===== config.mk =====
export PLATFORM = sky130hd
export DESIGN_NAME = aes_subframe_tx
export DESIGN_NICKNAME = d
export VERILOG_FILES = /design/src/rtl/aes_tx_pkg.sv /design/src/rtl/aes_frame_timer.sv /design/src/rtl/aes_cs_crc.sv /design/src/rtl/aes_bmc_encoder.sv /design/src/rtl/aes_subframe_tx.sv
export SDC_FILE = /design/constraint.sdc
export NUM_CORES = 1
export LEC_CHECK = 0
export ABC_AREA = 1
export CAP_MARGIN = 30
export CORE_MARGIN = 2
export CORE_UTILIZATION = 45
export CTS_BUF_LIST = sky130_fd_sc_hd__clkbuf_4
export DETAILED_ROUTE_END_ITERATION = 16
export PLACE_DENSITY_LB_ADDON = 0.2
export SYNTH_ARGS = -nofsm -noshare
export SYNTH_HDL_FRONTEND = slang
export SYNTH_SLANG_ARGS = --single-unit

===== constraint.sdc =====
create_clock -name clk -period 3.2 [get_ports clk]
set_input_delay 0.64 -clock clk [delete_from_list [all_inputs] [get_ports clk]]
set_output_delay 0.64 -clock clk [all_outputs]
set_load 0.1 [all_outputs]

===== src/rtl/aes_tx_pkg.sv =====
package aes_tx_pkg;

    localparam int PRE_BITS   = 4;
    localparam int AUX_BITS   = 4;
    localparam int PRE_HALVES = 2 * PRE_BITS;

    typedef enum logic [1:0] {
        PRE_BLOCK = 2'd0,
        PRE_LEFT  = 2'd1,
        PRE_RIGHT = 2'd2
    } pre_kind_e;

    // Half-cell levels of each sync pattern, leftmost sent first, for a low prior line
    function automatic logic [PRE_HALVES-1:0] preamble_pattern(pre_kind_e kind);
        case (kind)
            PRE_BLOCK: return 8'b1110_1000;
            PRE_LEFT:  return 8'b1110_0010;
            default:   return 8'b1110_0100;
        endcase
    endfunction

endpackage


===== src/rtl/aes_frame_timer.sv =====
module aes_frame_timer #(
    parameter int FRAME_HALVES = 128,
    parameter int BLOCK_FRAMES = 192,
    localparam int HW = $clog2(FRAME_HALVES),
    localparam int FW = $clog2(BLOCK_FRAMES)
) (
    input  logic          clk,
    input  logic          rst_n,
    output logic [HW-1:0] half_cnt,
    output logic [FW-1:0] frame_idx,
    output logic          take,
    output logic          block_wrap
);

    typedef struct packed {
        logic [HW-1:0] cnt;
        logic [FW-1:0] frame;
    } timer_t;

    timer_t st_d, st_q;

    always_comb begin
        st_d     = st_q;
        take     = (st_q.cnt == HW'(FRAME_HALVES - 1));
        block_wrap = take && (st_q.frame == FW'(BLOCK_FRAMES - 1));
        st_d.cnt = take ? '0 : st_q.cnt + 1'b1;
        if (take) begin
            st_d.frame = block_wrap ? '0 : st_q.frame + 1'b1;
        end
    end

    always_ff @(posedge clk) begin
        if (!rst_n) st_q <= '0;
        else        st_q <= st_d;
    end

    assign half_cnt  = st_q.cnt;
    assign frame_idx = st_q.frame;


    frame_step_chk: assert property (@(posedge clk) disable iff (!rst_n)
        !$stable(frame_idx) |-> $past(take));


    block_restart_chk: assert property (@(posedge clk) disable iff (!rst_n)
        block_wrap |=> (frame_idx == '0));

endmodule


===== src/rtl/aes_cs_crc.sv =====
module aes_cs_crc #(
    parameter int          BLOCK_FRAMES = 192,
    parameter int          CRC_START    = 184,
    parameter int          CRC_W        = 8,
    parameter logic [7:0]  CRC_POLY     = 8'h1D,
    localparam int FW = $clog2(BLOCK_FRAMES)
) (
    input  logic             clk,
    input  logic             rst_n,
    input  logic             step,
    input  logic             clear,
    input  logic [FW-1:0]    frame_idx,
    input  logic             bit_in,
    output logic [CRC_W-1:0] crc
);

    localparam logic [CRC_W-1:0] CRC_INIT = '1;

    logic [CRC_W-1:0] crc_d, crc_q;
    logic             fb;

    always_comb begin
        crc_d = crc_q;
        fb    = crc_q[CRC_W-1] ^ bit_in;
        if (clear) begin
            crc_d = CRC_INIT;
        end else if (step && (frame_idx < FW'(CRC_START))) begin
            crc_d = {crc_q[CRC_W-2:0], 1'b0} ^ (fb ? CRC_POLY[CRC_W-1:0] : '0);
        end
    end

    always_ff @(posedge clk) begin
        if (!rst_n) crc_q <= CRC_INIT;
        else        crc_q <= crc_d;
    end

    assign crc = crc_q;


    crc_preset_chk: assert property (@(posedge clk) disable iff (!rst_n)
        clear |=> (crc == CRC_INIT));


    crc_frozen_chk: assert property (@(posedge clk) disable iff (!rst_n)
        (step && !clear && (frame_idx >= FW'(CRC_START))) |=> $stable(crc));

endmodule


===== src/rtl/aes_bmc_encoder.sv =====
module aes_bmc_encoder
    import aes_tx_pkg::*;
#(
    parameter int SUB_HALVES = 64,
    localparam int SW = $clog2(SUB_HALVES),
    localparam int PW = $clog2(PRE_HALVES)
) (
    input  logic                  clk,
    input  logic                  rst_n,
    input  logic [SW-1:0]         half_idx,
    input  logic [PRE_HALVES-1:0] pattern,
    input  logic                  data_bit,
    output logic                  line
);

    typedef struct packed {
        logic line;
        logic pol;
    } enc_t;

    enc_t          st_d, st_q;
    logic          pol_now;
    logic [PW-1:0] pidx;

    always_comb begin
        st_d    = st_q;
        pol_now = (half_idx == '0) ? st_q.line : st_q.pol;
        pidx    = PW'(PRE_HALVES - 1) - half_idx[PW-1:0];
        if (half_idx < SW'(PRE_HALVES)) begin
            st_d.pol  = pol_now;
            st_d.line = pattern[pidx] ^ pol_now;
        end else if (!half_idx[0]) begin
            st_d.line = ~st_q.line;
        end else begin
            st_d.line = st_q.line ^ data_bit;
        end
    end

    always_ff @(posedge clk) begin
        if (!rst_n) st_q <= '0;
        else        st_q <= st_d;
    end

    assign line = st_q.line;

    // running count of ones over the data slots, checker only
    logic par_acc_q;
    always_ff @(posedge clk) begin
        if (!rst_n) begin
            par_acc_q <= 1'b0;
        end else if (half_idx[0] && (half_idx >= SW'(PRE_HALVES))) begin
            par_acc_q <= (half_idx[SW-1:1] == (SW-1)'(PRE_BITS)) ? data_bit
                                                                  : (par_acc_q ^ data_bit);
        end
    end


    even_parity_chk: assert property (@(posedge clk) disable iff (!rst_n)
        (half_idx == SW'(SUB_HALVES - 1)) |-> ((par_acc_q ^ data_bit) == 1'b0));


    cell_edge_chk: assert property (@(posedge clk) disable iff (!rst_n)
        ((half_idx >= SW'(PRE_HALVES)) && !half_idx[0]) |=> (line != $past(line)));


    preamble_lead_chk: assert property (@(posedge clk) disable iff (!rst_n)
        (half_idx == '0) |=> (line != $past(line)));

endmodule


===== src/rtl/aes_subframe_tx.sv =====
module aes_subframe_tx
    import aes_tx_pkg::*;
#(
    parameter int AUDIO_W      = 24,
    parameter int WORD_MIN     = 16,
    parameter int BLOCK_FRAMES = 192,
    parameter int CRC_START    = 184,
    localparam int WLW          = $clog2(AUDIO_W + 1)
) (
    input  logic               clk,
    input  logic               rst_n,
    input  logic               pro_mode,
    input  logic               crc_en,
    input  logic [WLW-1:0]     word_len,
    input  logic [AUDIO_W-1:0] left_sample,
    input  logic [AUDIO_W-1:0] right_sample,
    input  logic               left_valid,
    input  logic               right_valid,
    input  logic               left_user,
    input  logic               right_user,
    input  logic               cs_bit,
    output logic               sample_take,
    output logic               line_p,
    output logic               line_n
);

    localparam int SUB_BITS     = PRE_BITS + AUDIO_W + AUX_BITS;
    localparam int SUB_HALVES   = 2 * SUB_BITS;
    localparam int FRAME_HALVES = 2 * SUB_HALVES;
    localparam int HW           = $clog2(FRAME_HALVES);
    localparam int SW           = $clog2(SUB_HALVES);
    localparam int BW           = $clog2(SUB_BITS);
    localparam int FW           = $clog2(BLOCK_FRAMES);
    localparam int CRC_W        = 8;
    localparam int CW           = $clog2(CRC_W);
    localparam int POS_V        = PRE_BITS + AUDIO_W;
    localparam int POS_U        = POS_V + 1;
    localparam int POS_C        = POS_V + 2;

    typedef struct packed {
        logic [AUDIO_W-1:0] aud_l;
        logic [AUDIO_W-1:0] aud_r;
        logic               v_l;
        logic               v_r;
        logic               u_l;
        logic               u_r;
        logic               cs;
    } hold_t;

    hold_t hold_d, hold_q;

    logic [HW-1:0]      half_cnt;
    logic [FW-1:0]      frame_idx;
    logic               take;
    logic               block_wrap;
    logic [CRC_W-1:0]   crc_val;
    logic               line;

    logic [WLW-1:0]     wl_eff;
    logic [AUDIO_W-1:0] keep_mask;
    logic               sub;
    logic [SW-1:0]      sub_half;
    logic [BW-1:0]      bitpos;
    logic [BW-1:0]      aidx;
    logic [CW-1:0]      cidx;
    logic [AUDIO_W-1:0] cur_aud;
    logic               cur_v;
    logic               cur_u;
    logic               c_eff;
    logic               par;
    logic               data_bit;
    pre_kind_e          kind;
    logic [PRE_HALVES-1:0] pattern;

    aes_frame_timer #(
        .FRAME_HALVES (FRAME_HALVES),
        .BLOCK_FRAMES (BLOCK_FRAMES)
    ) u_timer (
        .clk        (clk),
        .rst_n      (rst_n),
        .half_cnt   (half_cnt),
        .frame_idx  (frame_idx),
        .take       (take),
        .block_wrap (block_wrap)
    );

    aes_cs_crc #(
        .BLOCK_FRAMES (BLOCK_FRAMES),
        .CRC_START    (CRC_START),
        .CRC_W        (CRC_W)
    ) u_crc (
        .clk       (clk),
        .rst_n     (rst_n),
        .step      (take),
        .clear     (block_wrap),
        .frame_idx (frame_idx),
        .bit_in    (c_eff),
        .crc       (crc_val)
    );

    aes_bmc_encoder #(
        .SUB_HALVES (SUB_HALVES)
    ) u_enc (
        .clk      (clk),
        .rst_n    (rst_n),
        .half_idx (sub_half),
        .pattern  (pattern),
        .data_bit (data_bit),
        .line     (line)
    );

    always_comb begin
        hold_d = hold_q;

        // word-length clamp and LSB mask
        if (word_len < WLW'(WORD_MIN))      wl_eff = WLW'(WORD_MIN);
        else if (word_len > WLW'(AUDIO_W))  wl_eff = WLW'(AUDIO_W);
        else                                wl_eff = word_len;
        for (int i = 0; i < AUDIO_W; i++) begin
            keep_mask[i] = (i >= (AUDIO_W - int'(wl_eff)));
        end

        if (take) begin
            hold_d.aud_l = left_sample & keep_mask;
            hold_d.aud_r = right_sample & keep_mask;
            hold_d.v_l   = left_valid;
            hold_d.v_r   = right_valid;
            hold_d.u_l   = left_user;
            hold_d.u_r   = right_user;
            hold_d.cs    = cs_bit;
        end

        // slot selection
        sub      = half_cnt[HW-1];
        sub_half = half_cnt[SW-1:0];
        bitpos   = sub_half[SW-1:1];
        aidx     = bitpos - BW'(PRE_BITS);
        cidx     = CW'(frame_idx - FW'(CRC_START));

        cur_aud  = sub ? hold_q.aud_r : hold_q.aud_l;
        cur_v    = sub ? hold_q.v_r   : hold_q.v_l;
        cur_u    = sub ? hold_q.u_r   : hold_q.u_l;

        if (frame_idx == '0)
            c_eff = pro_mode;
        else if (pro_mode && crc_en && (frame_idx >= FW'(CRC_START)))
            c_eff = crc_val[cidx];
        else
            c_eff = hold_q.cs;

        par = ^{cur_aud, cur_v, cur_u, c_eff};

        if (bitpos < BW'(POS_V))       data_bit = cur_aud[aidx];
        else if (bitpos == BW'(POS_V)) data_bit = cur_v;
        else if (bitpos == BW'(POS_U)) data_bit = cur_u;
        else if (bitpos == BW'(POS_C)) data_bit = c_eff;
        else                           data_bit = par;

        if (sub)                  kind = PRE_RIGHT;
        else if (frame_idx == '0) kind = PRE_BLOCK;
        else                      kind = PRE_LEFT;
        pattern = preamble_pattern(kind);
    end

    always_ff @(posedge clk) begin
        if (!rst_n) hold_q <= '0;
        else        hold_q <= hold_d;
    end

    assign sample_take = take;
    assign line_p      = line;
    assign line_n      = ~line;


    status_lead_chk: assert property (@(posedge clk) disable iff (!rst_n)
        ((frame_idx == '0) && (bitpos == BW'(POS_C))) |-> (data_bit == pro_mode));

endmodule


=== Yosys cells after proc, flatten, opt, wreduce, memory -nomap -nowiden ===
Index checks and enable logic that the tools add are counted.

* Register bits: 78
* Bits in latches: 0
* RAM bits: 0
* Memory bits (read-only): 0
* Input port bits: 62
* Output and inout port bits: 3
* Word-level logic and storage cells: 100
* Memories kept: 0

* $add $sub $neg: 6
* Multipliers: 0
* Div/mod/pow operators: 0
* $lt $le $gt $ge: 33
* Equal/unequal tests: 6
* Shift-type cells: 0
* Muxes and demuxes: 25
* Bitwise operators: 8
* Reduce and logical (&&, ||, !) cells: 10

{| class="wikitable"
|+ Operators by type and width
! cell !! count
|-
| 24-bit bitwise AND || 2
|-
| 5-bit by 6-bit >= comparator with 1-bit output, first input constant || 8
|-
| 6-bit >= comparator, first input constant || 8
|-
| 27-bit XOR reduction || 1
|-
| 4-bit by 6-bit >= comparator with 1-bit output, first input constant || 4
|-
| 24-bit two-way mux || 1
|-
| 5-bit equality test, second input constant || 3
|-
| 1-bit two-way mux || 15
|-
| 5-bit two-way mux || 3
|-
| 3-bit by 6-bit >= comparator with 1-bit output, first input constant || 2
|-
| 5-bit less-than comparator, second input constant || 2
|-
| 8-bit by 1-bit adder with 8-bit output, second input constant || 1
|-
| 8-bit equality test, second input constant || 1
|-
| 8-bit >= comparator, second input constant || 1
|-
| 8-bit logical NOT || 1
|-
| 3-bit by 4-bit less-than comparator with 1-bit output, second input constant || 2
|-
| 8-bit less-than comparator, second input constant || 1
|-
| 8-bit two-way mux || 1
|-
| 4-bit case mux with 2 select lines || 1
|-
| 8-bit XOR || 1
|-
| 7-bit by 1-bit adder with 7-bit output, second input constant || 1
|-
| 7-bit equality test, second input constant || 1
|-
| 1-bit binary-select mux with 3-bit select || 2
|-
| 1-bit by 6-bit >= comparator with 1-bit output, first input constant || 1
|-
| other kinds (17) || 24
|}

=== Longest topological paths before layout ===
Gate-level depths: netlist (run 1).

* Depth in word-level cells: 13
* Depth in mapped cells: 26
* Mapped depth without buffers: 24

=== Hierarchy ===
A second synthesis (run 1) with hierarchy kept.

* Cells, all modules: 827
* Area total of the unflattened synthesis: 5,044.8 um^2

{| class="wikitable"
|+ Modules (own cells, without submodules)
! module !! instances !! cells each !! area an instance (um^2) !! sequential area each (um^2)
|-
| aes_subframe_tx || 1 || 626 || 3,672.3 || 1,061.0
|-
| aes_frame_timer || 1 || 94 || 716.9 || 300.3
|-
| aes_cs_crc || 1 || 59 || 410.4 || 160.2
|-
| aes_bmc_encoder || 1 || 48 || 245.2 || 40.0
|}

=== Least setup slack after synthesis (run 1) ===
OpenSTA, ideal clock, no wires.

* Path kind: input to register
* Start: input word_len[2]
* End: register hold_q[6] in the netlist's numbering
* Arrival: 2,477 ps
* Data required time: 3,125 ps
* Slack: 648 ps
* Stages on the path: 11
* Cell sequence: nor3_1 inv_1 a21boi_0 nand2_1 ha_1 or2_2 nand2_2 inv_1 o41ai_1 nand3_1 o21ai_0

* Cells in the longest elaborated chain, start to end: 6
* Elaborated cells on any way between the ends: 7

{| class="wikitable"
|+ Ends and longest elaborated chain
! what !! RTL line !! RTL
|-
| start, declared || aes_subframe_tx.sv:14 || <nowiki>input logic [WLW-1:0] word_len,</nowiki>
|-
| 5-bit > comparator || aes_subframe_tx.sv:117 || <nowiki>else if (word_len > WLW'(AUDIO_W)) wl_eff = WLW'(AUDIO_W);</nowiki>
|-
| 5-bit two-way mux || aes_subframe_tx.sv:117 ||
|-
| 5-bit two-way mux (*) || aes_subframe_tx.sv:116 || <nowiki>if (word_len < WLW'(WORD_MIN)) wl_eff = WLW'(WORD_MIN);</nowiki>
|-
| 5-bit by 5-bit subtractor with 6-bit output (*) || aes_subframe_tx.sv:120 || <nowiki>keep_mask[i] = (i >= (AUDIO_W - int'(wl_eff)));</nowiki>
|-
| 2-bit by 6-bit >= comparator with 1-bit output (*) || aes_subframe_tx.sv:120 ||
|-
| 24-bit bitwise AND (*) || aes_subframe_tx.sv:125 || <nowiki>hold_d.aud_r = right_sample & keep_mask;</nowiki>
|-
| end signal, assigned || aes_subframe_tx.sv:167 || <nowiki>else hold_q <= hold_d;</nowiki>
|-
| end, declared || aes_subframe_tx.sv:50 || <nowiki>hold_t hold_d, hold_q;</nowiki>
|}

Mark *: on every way between the ends. The rest lies on a longest branch, timed or not.
A chain may end at the register's enable or synchronous reset.

=== Worst setup path after layout (run 1) ===
* Start: register u_timer.st_q (netlist bit u_timer.half_cnt[0])
* End: output sample_take

* Cells in the longest elaborated chain, start to end: 1

{| class="wikitable"
|+ Ends and longest elaborated chain
! what !! RTL line !! RTL
|-
| start, declared || aes_frame_timer.sv:20 || <nowiki>timer_t st_d, st_q;</nowiki>
|-
| start signal, assigned || aes_frame_timer.sv:34 || <nowiki>else st_q <= st_d;</nowiki>
|-
| 7-bit equality test || aes_frame_timer.sv:24 || <nowiki>take = (st_q.cnt == HW'(FRAME_HALVES - 1));</nowiki>
|-
| end, declared || aes_subframe_tx.sv:22 || <nowiki>output logic sample_take,</nowiki>
|}

Every way passes these cells.

==> results of run 1 <==
-- metal layers --
metal / up-vias / global-route usage (%) / wire length (microns)
met4: 0 / 7.61 / 248
met1: 2224 / 31.2 / 6080
met2: 132 / 38.2 / 5910
li1: 2593 / - / -
met3: 16 / 4.07 / 632
met5: - / 0 / 0
-- final cells by class --
class / instances / area [sq um] / area share [%]
well taps: 136 / 170 / 3.01
clock inverters: 5 / 50.0 / 0.885
clock buffers: 11 / 82.6 / 1.46
inverters: 114 / 430 / 7.61
flip-flops and latches: 78 / 1560 / 27.6
repair buffers: 74 / 721 / 12.7
multi-input cells: 560 / 2640 / 46.7
-- state kept, by name, indices dropped and copies added (netlist names) --
signal             cells
hold_q                53
u_timer.frame_idx      8
u_crc.crc              8
u_enc.line             1
u_enc.st_q             1
u_timer.half_cnt       7
-- synth_stat cells (5+ instances only) --
master    count
a21oi_1      19
buf_2        12
buf_4         5
clkbuf_1      5
dfxtp_1      78
ha_1         12
inv_1       106
inv_2         6
nand2_1     285
nand3_1      49
nor2_1       37
nor3_1       12
o21ai_0      58
o21ai_1      14
o22ai_1      32
-- per-stage QoR --
stage | total power [mW] | hold slack, ns | instance area (sq um) | util, % | worst slack (ns)
after CTS | 1.83 | 0.488 | 5660 | 54.8 | 0.377
final | 1.83 | 0.486 | 5660 | 54.8 | 0.393
after global placement | 1.24 | 0.462 | 5530 | 53.5 | 0.107
after detailed placement | 1.25 | 0.467 | 5530 | 53.5 | 0.0261
after global routing | 1.91 | 0.505 | 5660 | 54.8 | 0.181
after floorplan | 1.13 | 0.445 | 4790 | - | 0.648
-- path summary, 6_finish.rpt --
| path | start | end |
|---|---|---|
| min reg2reg | hold_q[22] | hold_q[22] |
| max reg2reg | u_timer.half_cnt[6] | u_enc.line |
| max | u_timer.half_cnt[0] | sample_take |
| min | hold_q[22] | hold_q[22] |
-- power breakdown --
group | total [mW] | switching [mW] | leakage [nW] | internal, mW
registers | 0.984 | 0.00696 | 0.630 | 0.977
logic | 0.248 | 0.140 | 1.64 | 0.108
clock network | 0.597 | 0.346 | 0.0804 | 0.251
-- worst max-delay path: stages (launching register included) --
cell and delay (ns):
dfxtp_1 0.45, ha_1 0.20, inv_1 0.06, nor3_1 0.23, inv_1 0.09, nor2_1 0.10
inv_1 0.08, nor2_4 0.18, buf_4 0.33
-- logic make-up (layout without fill, tap and decap cells) --
| family | Yosys count | count (layout) | share of synthesized area (%) |
|---|---|---|---|
| other cells | 2 | 4 | 0.157 |
| flops | 78 | 78 | 32.7 |
| compound gates | 143 | 143 | 17.1 |
| xor+xnor | 8 | 8 | 1.47 |
| simple gates | 393 | 393 | 33.1 |
| fa+ha+maj | 12 | 12 | 3.14 |
| buf+inv | 140 | 204 | 12.4 |
==> reports/metrics.csv, run 1 <==
metric,value,unit
gp_congestion,0.945,
max_freq,356,MHz
vdd_drop_max,183,uV
worstSkewPairLatency,0.44,ns
layout_commonest_cell,nand2_1,
cts_max_level,3,
crit_fanout,7,
syn-cell-area,0.00478,sq mm
grt_pass1_vias,4596,
die_w,107,microns
cts_resized,0,
drt_iter0_markers,318,
worstHoldPathType,flop to flop,
clk_pin_slew,0.13,ns
syn_inst,776,
grt_max_degree,42,
yosysTopAreaCell,dfxtp_1,
port_buffers,64,
slew_viol_final,0,
yosys_warnings,0,
fin_nets,911,
cts_tree,done,
status,"complete, no violations",
die_y,107,microns
io_pins,65,
diodes,0,
rsz0062_at_grt,no,
vias,4965,
skew,0.0189,ns
cp-start-kind,flop,
synth-seq-cells,78,
powerDensity,323,mW/mm^2
rows,37,
avgViaCountPerCell,5.08,
instances_no_fill,978,
area_delta_synth_final,18.3,%
min_path_cells,2,
dieArea,0.0115,sq mm
track_usage,23.4,%
hold_viol,0,
ff2ff_setup_slack,0.49,ns
dp.cells,962,
p_leak,2.35,nW
final.min_clock_period,2.81,ns
final_antenna_net_count,0,
core_area,0.0103,sq mm
setup_viol,0,
floorplan.initialDensity,46.3,%
hpwl,9970,microns
holdBufCountCts,0,
grt_pass1_wl,21400,microns
layout_common_cells,"nand2_1, inv_1, dfxtp_1, clkdlybuf4s50_1, o21ai_0",
drive_gt1_share,5.34,%
fillers,1061,
ys_seq_area_share,32.7,%
async_flop_share,0,%
drt_wl_total,12900,microns
cp.arrival,2.17,ns
synth_ff_type,dfxtp_1,
yosysTopAreaCellShare,32.7,%
clock-root-buffer,clkbuf_4,
fin_setup_tns,0,ns
drc,0,
end_kind,output pin,
drt-pass1-iter-count,6,
fin_crit_sh,87.7,%
ys_top_cells_by_area,"dfxtp_1, nand2_1, inv_1",
wire_per_inst,13.2,microns
cts.sink_count,78,
overflow,0,
rr_worst_depth,24,
cp.required,2.56,ns
max_cap_viol_count,0,
cts_made_buffers,9,
synth-edff-count,0,
synth.distinct_cells,40,
post_cts_buffers,0,
clock_path_buffers,2,
crit_type,flop to output pin,
worst_pin_slew,0.553,ns
slew-limit-headroom,63.0,%
synth.avg_cell_area,6.16,sq um
antenna_found_initial,0,
Note: power is estimated with default switching activity, not from simulation.
==> run 2: changes to the inputs <==
--- a/config.mk
+++ b/config.mk
@@ -11,6 +11,7 @@
 export CORE_UTILIZATION = 45
 export CTS_BUF_LIST = sky130_fd_sc_hd__clkbuf_4
 export DETAILED_ROUTE_END_ITERATION = 16
+export MAX_ROUTING_LAYER = met4
 export PLACE_DENSITY_LB_ADDON = 0.2
 export SYNTH_ARGS = -nofsm -noshare
 export SYNTH_HDL_FRONTEND = slang
==> run 2 against run 1 <==
Effect of this change: global-route usage rose by 0.16 points; power increased by 0.26%; clock skew rose by 0.00056 ns; sequential power barely moved; cell count is 0.20% lower; maximum frequency is 0.72% lower; wire length shrank 1.7%; combinational power is essentially flat; count of clock-buffer cells in the layout decreased by 2.
==> reports/metrics.csv, run 2 (synthesis gave the netlist of run 1 again) <==
metric,value,unit,change
cts_made_buffers,9,,unchanged
layout_common_cells,"nand2_1, inv_1, dfxtp_1, clkdlybuf4s50_1, o21ai_0",,
overflow,0,,unchanged
largest_reg_flops,53,,unchanged
die_y,107,microns,unchanged
wire_per_inst,13.0,microns,-1.5%
largest-register,hold_q,,
final.min_clock_period,2.83,ns,+0.0205 ns
cp.required,2.56,ns,about the same
drc,0,,unchanged
dp.cells,960,,-0.21%
fin_setup_tns,0,ns,unchanged
p_clk_share,32.7,%,about the same
p_comb_share,13.6,%,about the same
holdBufCountCts,0,,unchanged
grt_pass1_wl,20900,microns,-2.3%
layout_commonest_cell,nand2_1,,
fin_nets,909,,-0.22%
core_area,0.0103,sq mm,unchanged
utilization,54.9,%,about the same
vias,4940,,-0.50%
clk_pin_slew,0.14,ns,about the same
cts_tree,done,,
cp-start-kind,flop,,
worst_pin_slew,0.549,ns,-0.00424 ns
powerDensity,324,mW/mm^2,+0.17%
slew_viol_final,0,,unchanged
grt_max_degree,52,,+24%
cts_resized,0,,unchanged
pwr-share-seq,53.7,%,about the same
io_pins,65,,unchanged
drt-pass1-iter-count,5,,-1
clock-root-buffer,clkbuf_4,,
gp_congestion,0.952,,+0.79%
ff2ff_setup_slack,0.51,ns,+0.02 ns
fin_crit_sh,88.4,%,+0.64 points
power.internal,1.33,mW,-0.75%
post_cts_buffers,0,,unchanged
grt_pass1_vias,4526,,-1.5%
power,1.83,mW,+0.26%
max_cap_viol_count,0,,unchanged
status,"complete, no violations",,
clock_path_buffers,2,,unchanged
final_antenna_net_count,0,,unchanged
slew-limit-headroom,62.9,%,-0.081 points
hold_viol,0,,unchanged
cts.sink_count,78,,unchanged
power_switching,507,uW,+3.0%
die_w,107,microns,unchanged
setup_viol,0,,unchanged
place_area,0.00552,sq mm,about the same
end_kind,output pin,,
hpwl,9970,microns,about the same
floorplan.initialDensity,46.3,%,unchanged
antenna_found_initial,1,,+1
max_freq,354,MHz,-0.72%
instances_no_fill,976,,-0.20%
drt_wl_total,12600,microns,-1.7%
rows,37,,unchanged
cp.arrival,2.19,ns,+0.02 ns
crit_fanout,7,,unchanged
area_delta_synth_final,18.4,%,about the same
crit_type,flop to output pin,,
p_leak,2.33,nW,-0.94%
avgViaCountPerCell,5.06,,-0.30%
worstSkewPairLatency,0.42,ns,-0.02 ns
swShare,27.7,%,+0.73 points
track_usage,23.5,%,+0.16 points
rsz0062_at_grt,no,,
cts_max_level,3,,unchanged
drt_iter0_markers,323,,+1.6%
drive_gt1_share,5.01,%,-0.34 points
port_buffers,64,,unchanged
skew,0.0194,ns,+0.000559 ns
design_area,0.00566,sq mm,about the same
dieArea,0.0115,sq mm,unchanged
vdd_drop_max,183,uV,about the same
worstHoldPathType,flop to flop,,
[run 2: cell types whose count changed in the layout (fill, tap and decap cells not counted), sizes merged]
cell and change:
clkinv -4, diode +1, buf -2, inv +2, clkinvlp +3, clkbuf -2
[run 2: final cells by class]
class / instances / area [sq um]
Antenna cell: 1 / 2.50
Clock buffer: 9 / 67.6
Clock inverter: 6 / 70.1
Fill cell: 1008 / 4660
Inverter: 114 / 430
Multi-Input combinational cell: 560 / 2640
Sequential cell: 78 / 1560
Tap cell: 136 / 170
Timing Repair Buffer: 72 / 718
[run 2: per-stage QoR]
stage / hold WS, ns / setup slack (ns)
global route: 0.510 / 0.0838
detailed placement: 0.462 / 0.0144
CTS: 0.482 / 0.350
finish: 0.484 / 0.373
global placement: 0.461 / 0.152
floorplan: 0.445 / 0.648
[run 2: layer usage]
metal / vias up / share of wire (%) / GRT usage (%)
li1: 2596 / - / -
met1: 2191 / 48 / 30.3
met2: 123 / 44 / 36.0
met3: 30 / 5.3 / 3.95
met4: 0 / 2.6 / 10.9
met5: - / 0 / -
[run 2: worst paths after layout]
path,startpoint,to,cells after the start
min reg2reg,hold_q[20],hold_q[20],2
max reg2reg,u_timer.half_cnt[6],u_enc.line,22
min,hold_q[20],hold_q[20],2
max,u_timer.half_cnt[0],sample_take,8
[run 2: power by group through the flow]
stage	clock network (mW)	logic, mW	registers [mW]
4_1_cts	0.614	0.243	0.985
3_5_place_dp	0	0.242	1.01
3_3_place_gp	0	0.239	1.01
6_report	0.599	0.250	0.985
2_1_floorplan	0	0.111	1.02
5_1_grt	0.662	0.271	0.987
[run 2: critical path, cell delays in order (launching register included)]
cell and delay, ns:
dfxtp_1 0.47, ha_1 0.21, inv_1 0.06, nor3_1 0.20
inv_1 0.09, nor2_1 0.13, inv_1 0.10, nor2_4 0.18
buf_4 0.33
==> run 3: changes to the inputs <==
--- a/config.mk
+++ b/config.mk
@@ -11,6 +11,7 @@
 export CORE_UTILIZATION = 45
 export CTS_BUF_LIST = sky130_fd_sc_hd__clkbuf_4
 export DETAILED_ROUTE_END_ITERATION = 16
+export GPL_ROUTABILITY_DRIVEN = 0
 export MAX_ROUTING_LAYER = met4
 export PLACE_DENSITY_LB_ADDON = 0.2
 export SYNTH_ARGS = -nofsm -noshare
==> run 3 against run 2 <==
Effect of this change: first-iteration DRC count fell by 14%; worst setup slack better by 0.028 ns; cell area up 0.33%; clock skew is 0.0063 ns higher; die area unchanged; via count grew 1.5%; count of clock-buffer cells in the layout grew 2; worst hold slack got worse by 0.0024 ns; sequential share of layout area shrank 0.091 points; critical endpoint unchanged.
==> reports/metrics.csv, run 3 (synthesis gave the netlist of run 1 again) <==
metric,value,unit,change
grt_max_degree,51,,-1.9%
grt_pass1_vias,4654,,+2.8%
fin_nets,908,,-0.11%
instances_no_fill,976,,unchanged
status,"complete, no violations",,
core_area,0.0103,sq mm,unchanged
critPathSlowestCell,dfxtp_1,,
area_delta_synth_final,18.8,%,
hold_viol,0,,unchanged
place_area,0.00552,sq mm,-0.14%
worstSkewPairLatency,0.45,ns,+0.03 ns
slew-limit-headroom,63.5,%,+0.60 points
largest-register,hold_q,,
end_kind,output pin,,
clk_pin_slew,0.12,ns,-0.02 ns
layout_commonest_cell,nand2_1,,
largest_reg_flops,53,,unchanged
layout_common_cells,"nand2_1, inv_1, dfxtp_1, clkdlybuf4s50_1, o21ai_0",,
drt_wl_total,12600,microns,-0.53%
clock-root-buffer,clkbuf_4,,
setup_slack,0.401,ns,+0.0282 ns
place_ws,0.0302,ns,+0.0158 ns
grt_pass1_wl,20900,microns,about the same
p_leak,2.34,nW,+0.67%
avgViaCountPerCell,5.14,,+1.5%
path_buf_inv,4,,unchanged
final_antenna_net_count,0,,unchanged
holdBufCountCts,0,,unchanged
wire_per_inst,12.9,microns,-0.53%
drt_iter0_markers,277,,-14%
path_common_cell,inv_1,,
clock_path_buffers,2,,unchanged
dp.cells,959,,-0.10%
die_y,107,microns,unchanged
rows,37,,unchanged
die_w,107,microns,unchanged
powerDensity,338,mW/mm^2,+4.5%
cp_cell_sequence,"ha_1, inv_1, nor3_1, inv_1, nor2_1, inv_1, nor2_4, buf_4",,
track_usage,23.5,%,about the same
floorplan.initialDensity,46.3,%,unchanged
dieArea,0.0115,sq mm,unchanged
max_freq,357,MHz,+1.0%
cts_max_level,3,,unchanged
cts_resized,0,,unchanged
final.min_clock_period,2.80,ns,-0.0282 ns
drive_gt1_share,5.01,%,unchanged
post_cts_buffers,0,,unchanged
drc,0,,unchanged
vias,5015,,+1.5%
cts.sink_count,78,,unchanged
cp.required,2.56,ns,about the same
worst_pin_slew,0.547,ns,-0.00180 ns
slew_viol_final,0,,unchanged
port_buffers,64,,unchanged
hpwl,9680,microns,-3.0%
cp-start-kind,flop,,
rsz0062_at_grt,no,,
fin_crit_sh,87.5,%,-0.88 points
io_pins,65,,unchanged
crit_fanout,7,,unchanged
drt-pass1-iter-count,7,,+2
cts_tree,done,,
antenna_found_initial,1,,unchanged
setup_viol,0,,unchanged
cts_made_buffers,9,,unchanged
cp.arrival,2.16,ns,-0.03 ns
vdd_drop_max,197,uV,+7.3%
max_stage_delay,0.46,ns,about the same
worstHoldPathType,flop to flop,,
design_area,0.00568,sq mm,+0.33%
skew,0.0257,ns,+0.00631 ns
overflow,0,,unchanged
crit_type,flop to output pin,,
fin_setup_tns,0,ns,unchanged
cp_top_family,buffers and inverters,,
max_cap_viol_count,0,,unchanged
## run 3: changes by cell type in the layout (fill, tap and decap cells not counted)
| cell | before | now |
|---|---|---|
| buf_4 | 9 | 8 |
| bufinv_16 | 1 | 2 |
| clkbuf_4 | 9 | 11 |
| clkinv_2 | 0 | 1 |
| clkinvlp_4 | 3 | 1 |
| inv_6 | 2 | 1 |
## run 3: final cells by class
class	instances	area, sq um
diodes	1	2.50
clock buffers	11	82.6
clock inverters	5	81.3
fillers	1021	4640
inverters	114	430
multi-input cells	560	2640
flip-flops and latches	78	1560
well taps	136	170
repair buffers	71	711
## run 3: where the power goes
part | internal, mW | switching (mW)
Sequential | 0.977 | 0.00733
Clock | 0.336 | 0.356
Combinational | 0.109 | 0.138
## run 3: worst paths after layout
kind / end / slack (ns) / cells past startpoint / startpoint
setup / recovery: sample_take / 0.40 / 8 / u_timer.half_cnt[0]
hold / removal: hold_q[2] / 0.48 / 2 / hold_q[2]
setup reg to reg: u_enc.line / 0.44 / 24 / u_timer.half_cnt[6]
hold reg to reg: hold_q[2] / 0.48 / 2 / hold_q[2]
## run 3: per-layer routing
metal	wire length, microns	part of all wire [%]	track usage (%)
met5	0	0	-
met4	272	2.2	7.98
met3	689	5.5	4.80
met2	5930	47	39.0
met1	5690	45	28.6
## run 3: through the flow
stage          total power, mW  utilization [%]  hold WS (ns)
6_report                  1.92             55.0         0.481
5_1_grt                   2.01             55.0         0.506
4_1_cts                   1.94             55.0         0.485
3_5_place_dp              1.25             53.4         0.464
3_3_place_gp              1.24             53.4         0.459
2_1_floorplan             1.13                -         0.445
## run 3: worst min-delay path, cell delays in order, from the launching register on
cell and delay [ns]:
dfxtp_1 0.32, inv_1 0.05, o21ai_0 0.07
